$ cat src/rtl/isa_bridge_pkg.sv
package isa_bridge_pkg;

   typedef enum logic [1:0] {
      SZ_BYTE = 2'd0,
      SZ_HALF = 2'd1,
      SZ_WORD = 2'd2
   } xfer_size_e;

   typedef enum logic [1:0] {
      ST_IDLE = 2'd0,
      ST_PORT = 2'd1,
      ST_VEC  = 2'd2,
      ST_RESP = 2'd3
   } brg_state_e;

   // Byte count on the port bus for a processor size code (3 treated as word)
   function automatic logic [2:0] size_bytes(input logic [1:0] sz);
      case (sz)
         SZ_BYTE: size_bytes = 3'd1;
         SZ_HALF: size_bytes = 3'd2;
         default: size_bytes = 3'd4;
      endcase
   endfunction

   // Mask of the valid low bits for a size code
   function automatic logic [31:0] size_mask(input logic [1:0] sz);
      case (sz)
         SZ_BYTE: size_mask = 32'h0000_00FF;
         SZ_HALF: size_mask = 32'h0000_FFFF;
         default: size_mask = 32'hFFFF_FFFF;
      endcase
   endfunction

endpackage

$ cat src/rtl/window_decode.sv
module window_decode #(
   parameter int                ADDR_W         = 32,
   parameter int                IO_SPAN_LOG2   = 23,
   parameter logic [ADDR_W-1:0] IO_BASE        = 32'h8000_0000,
   parameter int                ACK_SPAN_LOG2  = 2,
   parameter int                ACK_ALIGN_LOG2 = 4,
   parameter logic [ADDR_W-1:0] ACK_BASE       = 32'hBFFF_FFF0
) (
   input  logic [ADDR_W-1:0]       addr,
   output logic                    hit_io,
   output logic                    hit_ack,
   output logic                    vec_slot,
   output logic [IO_SPAN_LOG2-1:0] io_offset
);

   if (IO_SPAN_LOG2 >= ADDR_W || ACK_SPAN_LOG2 >= ADDR_W) begin : g_bad_span
      $error("window_decode: region span must be below the address width");
   end
   if (IO_BASE[IO_SPAN_LOG2-1:0] != '0) begin : g_bad_io_base
      $error("window_decode: I/O base must be aligned to its span");
   end
   if (ACK_BASE[ACK_ALIGN_LOG2-1:0] != '0) begin : g_bad_ack_base
      $error("window_decode: acknowledge base must be aligned");
   end
   if (ACK_ALIGN_LOG2 < ACK_SPAN_LOG2) begin : g_bad_align
      $error("window_decode: acknowledge alignment smaller than its span");
   end

   always_comb begin
      hit_io    = (addr[ADDR_W-1:IO_SPAN_LOG2] == IO_BASE[ADDR_W-1:IO_SPAN_LOG2]);
      hit_ack   = (addr[ADDR_W-1:ACK_SPAN_LOG2] == ACK_BASE[ADDR_W-1:ACK_SPAN_LOG2]);
      vec_slot  = hit_ack && (addr[ACK_ALIGN_LOG2-1:0] == '0);
      io_offset = addr[IO_SPAN_LOG2-1:0];
   end

endmodule

$ cat src/rtl/port_xlate.sv
module port_xlate #(
   parameter int OFF_W      = 23,
   parameter int PORT_W     = 16,
   parameter int GROUP_LOG2 = 5,
   parameter int PAGE_LOG2  = 12,
   parameter bit SPARSE_EN  = 1'b1
) (
   input  logic [OFF_W-1:0]  offset,
   input  logic              sparse,
   output logic [PORT_W-1:0] port
);

   localparam int HI_W = PORT_W - GROUP_LOG2;

   if (PORT_W > OFF_W) begin : g_bad_port
      $error("port_xlate: port wider than window offset");
   end

   if (SPARSE_EN) begin : g_sparse
      if (PAGE_LOG2 + HI_W > OFF_W) begin : g_bad_fold
         $error("port_xlate: sparse fold exceeds window offset");
      end
      logic [PORT_W-1:0] folded;
      always_comb begin
         folded = {offset[PAGE_LOG2 +: HI_W], offset[GROUP_LOG2-1:0]};
         port   = sparse ? folded : offset[PORT_W-1:0];
      end
   end else begin : g_contig
      logic unused_sparse;
      always_comb begin
         unused_sparse = sparse;
         port          = offset[PORT_W-1:0];
      end
   end

endmodule

$ cat src/rtl/lane_steer.sv
module lane_steer
   import isa_bridge_pkg::*;
#(
   parameter int DATA_W = 32,
   parameter int LANE_W = 2
) (
   input  logic [LANE_W-1:0] wr_lane,
   input  logic [1:0]        wr_size,
   input  logic [DATA_W-1:0] wr_data,
   output logic [DATA_W-1:0] wr_port_data,
   input  logic [LANE_W-1:0] rd_lane,
   input  logic [1:0]        rd_size,
   input  logic [DATA_W-1:0] rd_port_data,
   output logic [DATA_W-1:0] rd_data
);

   if (DATA_W != 32) begin : g_bad_width
      $error("lane_steer: size codes assume a 32-bit data path");
   end

   always_comb begin
      wr_port_data = (wr_data >> {wr_lane, 3'b000}) & size_mask(wr_size);
      rd_data      = (rd_port_data & size_mask(rd_size)) << {rd_lane, 3'b000};
   end

endmodule

$ cat src/rtl/bridge_ctl.sv
module bridge_ctl
   import isa_bridge_pkg::*;
(
   input  logic clk,
   input  logic rst_n,
   input  logic cpu_req,
   input  logic cpu_we,
   input  logic hit_io,
   input  logic hit_ack,
   input  logic vec_slot,
   input  logic io_ack,
   input  logic ack_vld,
   output logic claim,
   output logic start_io,
   output logic cap_io,
   output logic cap_vec,
   output logic io_req,
   output logic ack_req,
   output logic cpu_ready
);

   brg_state_e state;
   logic       start_vec;
   logic       ack_req_q;

   always_comb begin
      claim     = (state == ST_IDLE) && cpu_req && (hit_io || hit_ack);
      start_io  = claim && hit_io;
      start_vec = claim && !hit_io && !cpu_we && vec_slot;
      cap_io    = (state == ST_PORT) && io_ack;
      cap_vec   = (state == ST_VEC) && ack_vld;
      io_req    = (state == ST_PORT);
      cpu_ready = (state == ST_RESP);
      ack_req   = ack_req_q;
   end

   always_ff @(posedge clk) begin
      if (!rst_n) begin
         state     <= ST_IDLE;
         ack_req_q <= 1'b0;
      end else begin
         ack_req_q <= start_vec;
         case (state)
            ST_IDLE: begin
               if (start_io)       state <= ST_PORT;
               else if (start_vec) state <= ST_VEC;
               else if (claim)     state <= ST_RESP;
            end
            ST_PORT: if (io_ack)  state <= ST_RESP;
            ST_VEC:  if (ack_vld) state <= ST_RESP;
            default: state <= ST_IDLE;
         endcase
      end
   end

   AST_READY_SINGLE: assert property (@(posedge clk) disable iff (!rst_n)
      cpu_ready |=> !cpu_ready);
   AST_PORT_HELD: assert property (@(posedge clk) disable iff (!rst_n)
      (io_req && !io_ack) |=> io_req);
   AST_ACK_PULSE: assert property (@(posedge clk) disable iff (!rst_n)
      ack_req |=> !ack_req);
   AST_UNCLAIMED_QUIET: assert property (@(posedge clk) disable iff (!rst_n)
      ((state == ST_IDLE) && cpu_req && !hit_io && !hit_ack)
         |=> (!io_req && !ack_req && !cpu_ready));
   AST_PATHS_EXCLUSIVE: assert property (@(posedge clk) disable iff (!rst_n)
      !(io_req && ack_req));

endmodule

$ cat src/rtl/isa_io_bridge.sv
module isa_io_bridge
   import isa_bridge_pkg::*;
#(
   parameter int                ADDR_W         = 32,
   parameter int                DATA_W         = 32,
   parameter int                PORT_W         = 16,
   parameter int                VEC_W          = 8,
   parameter int                IO_SPAN_LOG2   = 23,
   parameter logic [ADDR_W-1:0] IO_BASE        = 32'h8000_0000,
   parameter int                ACK_SPAN_LOG2  = 2,
   parameter int                ACK_ALIGN_LOG2 = 4,
   parameter logic [ADDR_W-1:0] ACK_BASE       = 32'hBFFF_FFF0,
   parameter int                GROUP_LOG2     = 5,
   parameter int                PAGE_LOG2      = 12,
   parameter bit                SPARSE_EN      = 1'b1
) (
   input  logic              clk,
   input  logic              rst_n,
   input  logic              map_sparse,
   input  logic              cpu_req,
   input  logic              cpu_we,
   input  logic [ADDR_W-1:0] cpu_addr,
   input  logic [1:0]        cpu_size,
   input  logic [DATA_W-1:0] cpu_wdata,
   output logic [DATA_W-1:0] cpu_rdata,
   output logic              cpu_ready,
   output logic              io_req,
   output logic              io_we,
   output logic [PORT_W-1:0] io_port,
   output logic [2:0]        io_size,
   output logic [DATA_W-1:0] io_wdata,
   input  logic [DATA_W-1:0] io_rdata,
   input  logic              io_ack,
   output logic              ack_req,
   input  logic              ack_vld,
   input  logic [VEC_W-1:0]  ack_vec
);

   localparam int LANES  = DATA_W / 8;
   localparam int LANE_W = $clog2(LANES);

   if (VEC_W > DATA_W) begin : g_bad_vec
      $error("isa_io_bridge: vector wider than data path");
   end

   logic                    hit_io, hit_ack, vec_slot;
   logic [IO_SPAN_LOG2-1:0] io_offset;
   logic [PORT_W-1:0]       port_n;
   logic [DATA_W-1:0]       wdata_n, rdata_n;
   logic                    claim, start_io, cap_io, cap_vec;

   logic [PORT_W-1:0]       port_q;
   logic [1:0]              size_q;
   logic                    we_q;
   logic [DATA_W-1:0]       wdata_q;
   logic [LANE_W-1:0]       lane_q;
   logic [DATA_W-1:0]       rdata_q;

   window_decode #(
      .ADDR_W(ADDR_W), .IO_SPAN_LOG2(IO_SPAN_LOG2), .IO_BASE(IO_BASE),
      .ACK_SPAN_LOG2(ACK_SPAN_LOG2), .ACK_ALIGN_LOG2(ACK_ALIGN_LOG2),
      .ACK_BASE(ACK_BASE)
   ) u_decode (
      .addr(cpu_addr), .hit_io(hit_io), .hit_ack(hit_ack),
      .vec_slot(vec_slot), .io_offset(io_offset)
   );

   port_xlate #(
      .OFF_W(IO_SPAN_LOG2), .PORT_W(PORT_W), .GROUP_LOG2(GROUP_LOG2),
      .PAGE_LOG2(PAGE_LOG2), .SPARSE_EN(SPARSE_EN)
   ) u_xlate (
      .offset(io_offset), .sparse(map_sparse), .port(port_n)
   );

   lane_steer #(.DATA_W(DATA_W), .LANE_W(LANE_W)) u_steer (
      .wr_lane(cpu_addr[LANE_W-1:0]), .wr_size(cpu_size), .wr_data(cpu_wdata),
      .wr_port_data(wdata_n),
      .rd_lane(lane_q), .rd_size(size_q), .rd_port_data(io_rdata),
      .rd_data(rdata_n)
   );

   bridge_ctl u_ctl (
      .clk(clk), .rst_n(rst_n), .cpu_req(cpu_req), .cpu_we(cpu_we),
      .hit_io(hit_io), .hit_ack(hit_ack), .vec_slot(vec_slot),
      .io_ack(io_ack), .ack_vld(ack_vld),
      .claim(claim), .start_io(start_io), .cap_io(cap_io), .cap_vec(cap_vec),
      .io_req(io_req), .ack_req(ack_req), .cpu_ready(cpu_ready)
   );

   always_ff @(posedge clk) begin
      if (!rst_n) begin
         port_q  <= '0;
         size_q  <= SZ_BYTE;
         we_q    <= 1'b0;
         wdata_q <= '0;
         lane_q  <= '0;
         rdata_q <= '0;
      end else begin
         if (start_io) begin
            port_q  <= port_n;
            size_q  <= cpu_size;
            we_q    <= cpu_we;
            wdata_q <= wdata_n;
            lane_q  <= cpu_addr[LANE_W-1:0];
         end
         if (claim)        rdata_q <= '0;
         else if (cap_io)  rdata_q <= rdata_n;
         else if (cap_vec) rdata_q <= {{(DATA_W-VEC_W){1'b0}}, ack_vec};
      end
   end

   always_comb begin
      io_we     = io_req && we_q;
      io_port   = io_req ? port_q : '0;
      io_size   = io_req ? size_bytes(size_q) : 3'd0;
      io_wdata  = (io_req && we_q) ? wdata_q : '0;
      cpu_rdata = cpu_ready ? rdata_q : '0;
   end

   AST_PORT_STABLE: assert property (@(posedge clk) disable iff (!rst_n)
      (io_req && !io_ack) |=> ($stable(io_port) && $stable(io_wdata)));
   AST_SIZE_LEGAL: assert property (@(posedge clk) disable iff (!rst_n)
      io_req |-> (io_size == 3'd1 || io_size == 3'd2 || io_size == 3'd4));
   AST_RDATA_QUIET: assert property (@(posedge clk) disable iff (!rst_n)
      !cpu_ready |-> (cpu_rdata == '0));

endmodule

$ cat config.mk
export PLATFORM = sky130hd
export DESIGN_NAME = isa_io_bridge
export DESIGN_NICKNAME = d
export VERILOG_FILES = /design/src/rtl/isa_bridge_pkg.sv /design/src/rtl/window_decode.sv /design/src/rtl/port_xlate.sv /design/src/rtl/lane_steer.sv /design/src/rtl/bridge_ctl.sv /design/src/rtl/isa_io_bridge.sv
export SDC_FILE = /design/constraint.sdc
export NUM_CORES = 1
export LEC_CHECK = 0
export CORE_ASPECT_RATIO = 1.5
export CORE_MARGIN = 10
export CORE_UTILIZATION = 31
export DETAILED_ROUTE_END_ITERATION = 12
export PLACE_DENSITY_LB_ADDON = 0.12
export SYNTH_ARGS = -nofsm -noshare
export SYNTH_HDL_FRONTEND = slang
export SYNTH_HIERARCHICAL = 1
export SYNTH_SLANG_ARGS = --single-unit
$ cat constraint.sdc
create_clock -name clk -period 3.5 [get_ports clk]
set_clock_uncertainty 0.05 [all_clocks]
set_input_delay 0.525 -clock clk [delete_from_list [all_inputs] [get_ports clk]]
set_output_delay 0.525 -clock clk [all_outputs]
set_load 0.01 [all_outputs]
==> impl_metrics.py <==
metrics = {
    "global_route": {
        "grt_pass1_vias": 5482,
        "grt_max_degree": 58,
        "grt_use_total": 0.158,
        "grt_pass1_wl_um": 31400,
        "grt_overflow": 0,
        "antenna_found_initial": 0,
    },
    "timing": {
        "fmax_mhz": 344,
        "tightest_slew_ps": 1090,
        "maxSlewViolCount": 0,
        "report.final.hold_viol_count": 0,
        "hold_slack_ps": 463,
        "finalCritPeriodShare": 0.830,
        "slew_headroom": 0.274,
        "setup_tns_ps": 0,
        "rsz0062_at_grt": "false",
        "finalCriticalPeriod_ps": 2900,
        "setup-violations-final": 0,
    },
    "drt": {
        "vias_per_cell": 4.84,
        "vias": 5133,
        "first_pass_iters": 5,
        "ant_nets": 0,
        "drt_iter0_drc": 231,
        "drc_errors": 0,
        "wl_per_cell_um": 18.6,
        "wl_um": 19800,
    },
    "synthesis": {
        "synth.area.top_cells": "dfxtp_1, mux2i_1, nor2b_1",
        "yosys_register_bits": 88,
        "syn_inst": 659,
        "synth_nets": 776,
        "yosysTopAreaCell": "dfxtp_1",
        "async_flop_share": 0,
        "ys_seq_area_frac": 0.305,
        "synth_flop_cell": "dfxtp_1",
        "synth_edf_count": 0,
        "ys_types": 53,
        "post-synth-top-count-cell": "dfxtp_1",
        "synth_common_cells": "dfxtp_1, mux2i_1, nor2b_1, and2_1, buf_4",
        "ys_warn_count": 6,
        "syn_area_per_cell_sq_um": 8.75,
        "synth_top_area_share": 0.305,
        "syn_area_sq_um": 5770,
    },
    "clock_tree": {
        "cts_max_level": 3,
        "clk_latency_ps": 350,
        "post_cts_buffers": 0,
        "clk_path_buf_depth": 2,
        "cts_resized": 0,
        "tritoncts": "done",
        "cts.sinks": 88,
        "path_clk_slew_ps": 70,
        "ctsHoldBuffers": 0,
        "cts_made_buffers": 9,
        "cts_root_buf": "clkbuf_16",
    },
    "worst_setup_path": {
        "cp.required_ps": 2920,
        "critPathCaptureType": "output port",
        "crit_type": "reg2out",
        "cp_max_fo": 33,
        "critPathLaunchType": "flip-flop",
        "critPathArrivalTime_ps": 2330,
    },
    "floorplan": {
        "die_area_sq_um": 24600,
        "fp.dieH_um": 187,
        "core_sq_um": 18400,
        "initial_core_util": 0.314,
        "pin_count": 200,
        "die_x_um": 131,
        "rows": 61,
    },
    "job": {
        "cap_violations": 0,
    },
    "final_layout": {
        "nets": 921,
        "diodes": 0,
        "drive_gt1_frac": 0.0667,
        "syn_to_final_growth_pct": 38.7,
        "fin_util": 0.435,
    },
    "power_and_ir_drop": {
        "power_density_nw_per_um2": 326,
        "clock_power_share": 0.361,
        "total_power_mw": 2.61,
        "combPwrFrac": 0.237,
        "p_int_mw": 1.84,
        "p_leak_nw": 2.81,
        "sw_frac_of_total": 0.295,
        "peakVddDrop_v": 0.000180,
        "power.net_switching_mw": 0.772,
        "seqPwrFrac": 0.403,
    },
    "placed_design": {
        "dp_hpwl_um": 15400,
        "port_buffers": 199,
        "place_congestion": 0.854,
    },
    "min_path": {
        "hold_path.class": "reg2reg",
    },
    "outcome": {
        "status": "finished clean",
    },
}
==> stage by stage <==
step | std cells | instance area, sq um | worst slack (ps)
final | 1061 | 8000 | 597
after global routing | 1061 | 8000 | 486
after CTS | 1061 | 8000 | 536
after detailed placement | 1045 | 7710 | 538
after global placement | 1045 | 7710 | 616
after floorplan | 659 | 5770 | 1220
==> logic make-up after synthesis <==
group / after synthesis / share of synthesized area
AO/OA/AOI/OAI: 94 / 0.112
adder cells (fa/ha/maj): 4 / 0.00868
buffers and inverters: 87 / 0.0922
flip-flops: 88 / 0.305
multiplexers: 98 / 0.179
AND/OR/NAND/NOR: 288 / 0.303
==> placed cells by master (no fill, tap or decap), types with 15 or more instances in the layout <==
cell type,count
nor2b_1,79
mux2i_1,87
a22oi_1,15
clkdlybuf4s50_1,198
and2_1,69
and3_1,32
a211oi_1,16
dfxtp_1,88
a21oi_1,31
nand2_1,29
nor2_1,29
or3b_1,24
==> path summary, 6_finish.rpt <==
path,startpoint,end,slack (ps),cells past startpoint
worst max register to register,u_ctl/state[1],rdata_q[7],1130,7
worst min-delay path,port_q[0],port_q[0],460,2
worst max-delay path,u_ctl/state[1],io_wdata[17],600,5
worst min register to register,port_q[0],port_q[0],460,2
==> metal layers <==
layer,track usage,vias up,routed length [um]
li1,-,2560,-
met1,0.182,2387,8340
met2,0.273,169,9880
met3,0.0489,17,1200
met4,0.0468,0,333
met5,0,-,0
==> registers in the layout, indices dropped and copies added (netlist names) <==
| register | flops |
|---|---|
| rdata_q | 32 |
| wdata_q | 32 |
| port_q | 16 |
| lane_q | 2 |
| size_q | 2 |
| u_ctl/state | 2 |
| u_ctl/ack_req | 1 |
| we_q | 1 |
==> layout make-up <==
type                       count  area (sq um)
fill                        1831         10400
multi-input combinational    484          3480
timing repair buffer         215          2130
sequential                    88          1760
tap                          252           315
clock buffer                  10           239
clock inverter                 6          51.3
inverter                       6          22.5
==> power groups by stage <==
stage / clock, mW / combinational (mW) / sequential (mW)
after global routing: 1.02 / 0.676 / 1.06
after global placement: 0 / 0.615 / 1.07
after CTS: 0.983 / 0.628 / 1.05
after floorplan: 0 / 0.367 / 1.07
final: 0.942 / 0.618 / 1.05
after detailed placement: 0 / 0.625 / 1.08
==> worst max-delay path: stages (launching register included) <==
cell	delay [ps]
dfxtp_1	340
inv_1	90
ha_2	480
buf_12	240
and3_1	250
clkdlybuf4s50_1	570
Note: power is estimated with default switching activity, not from simulation.
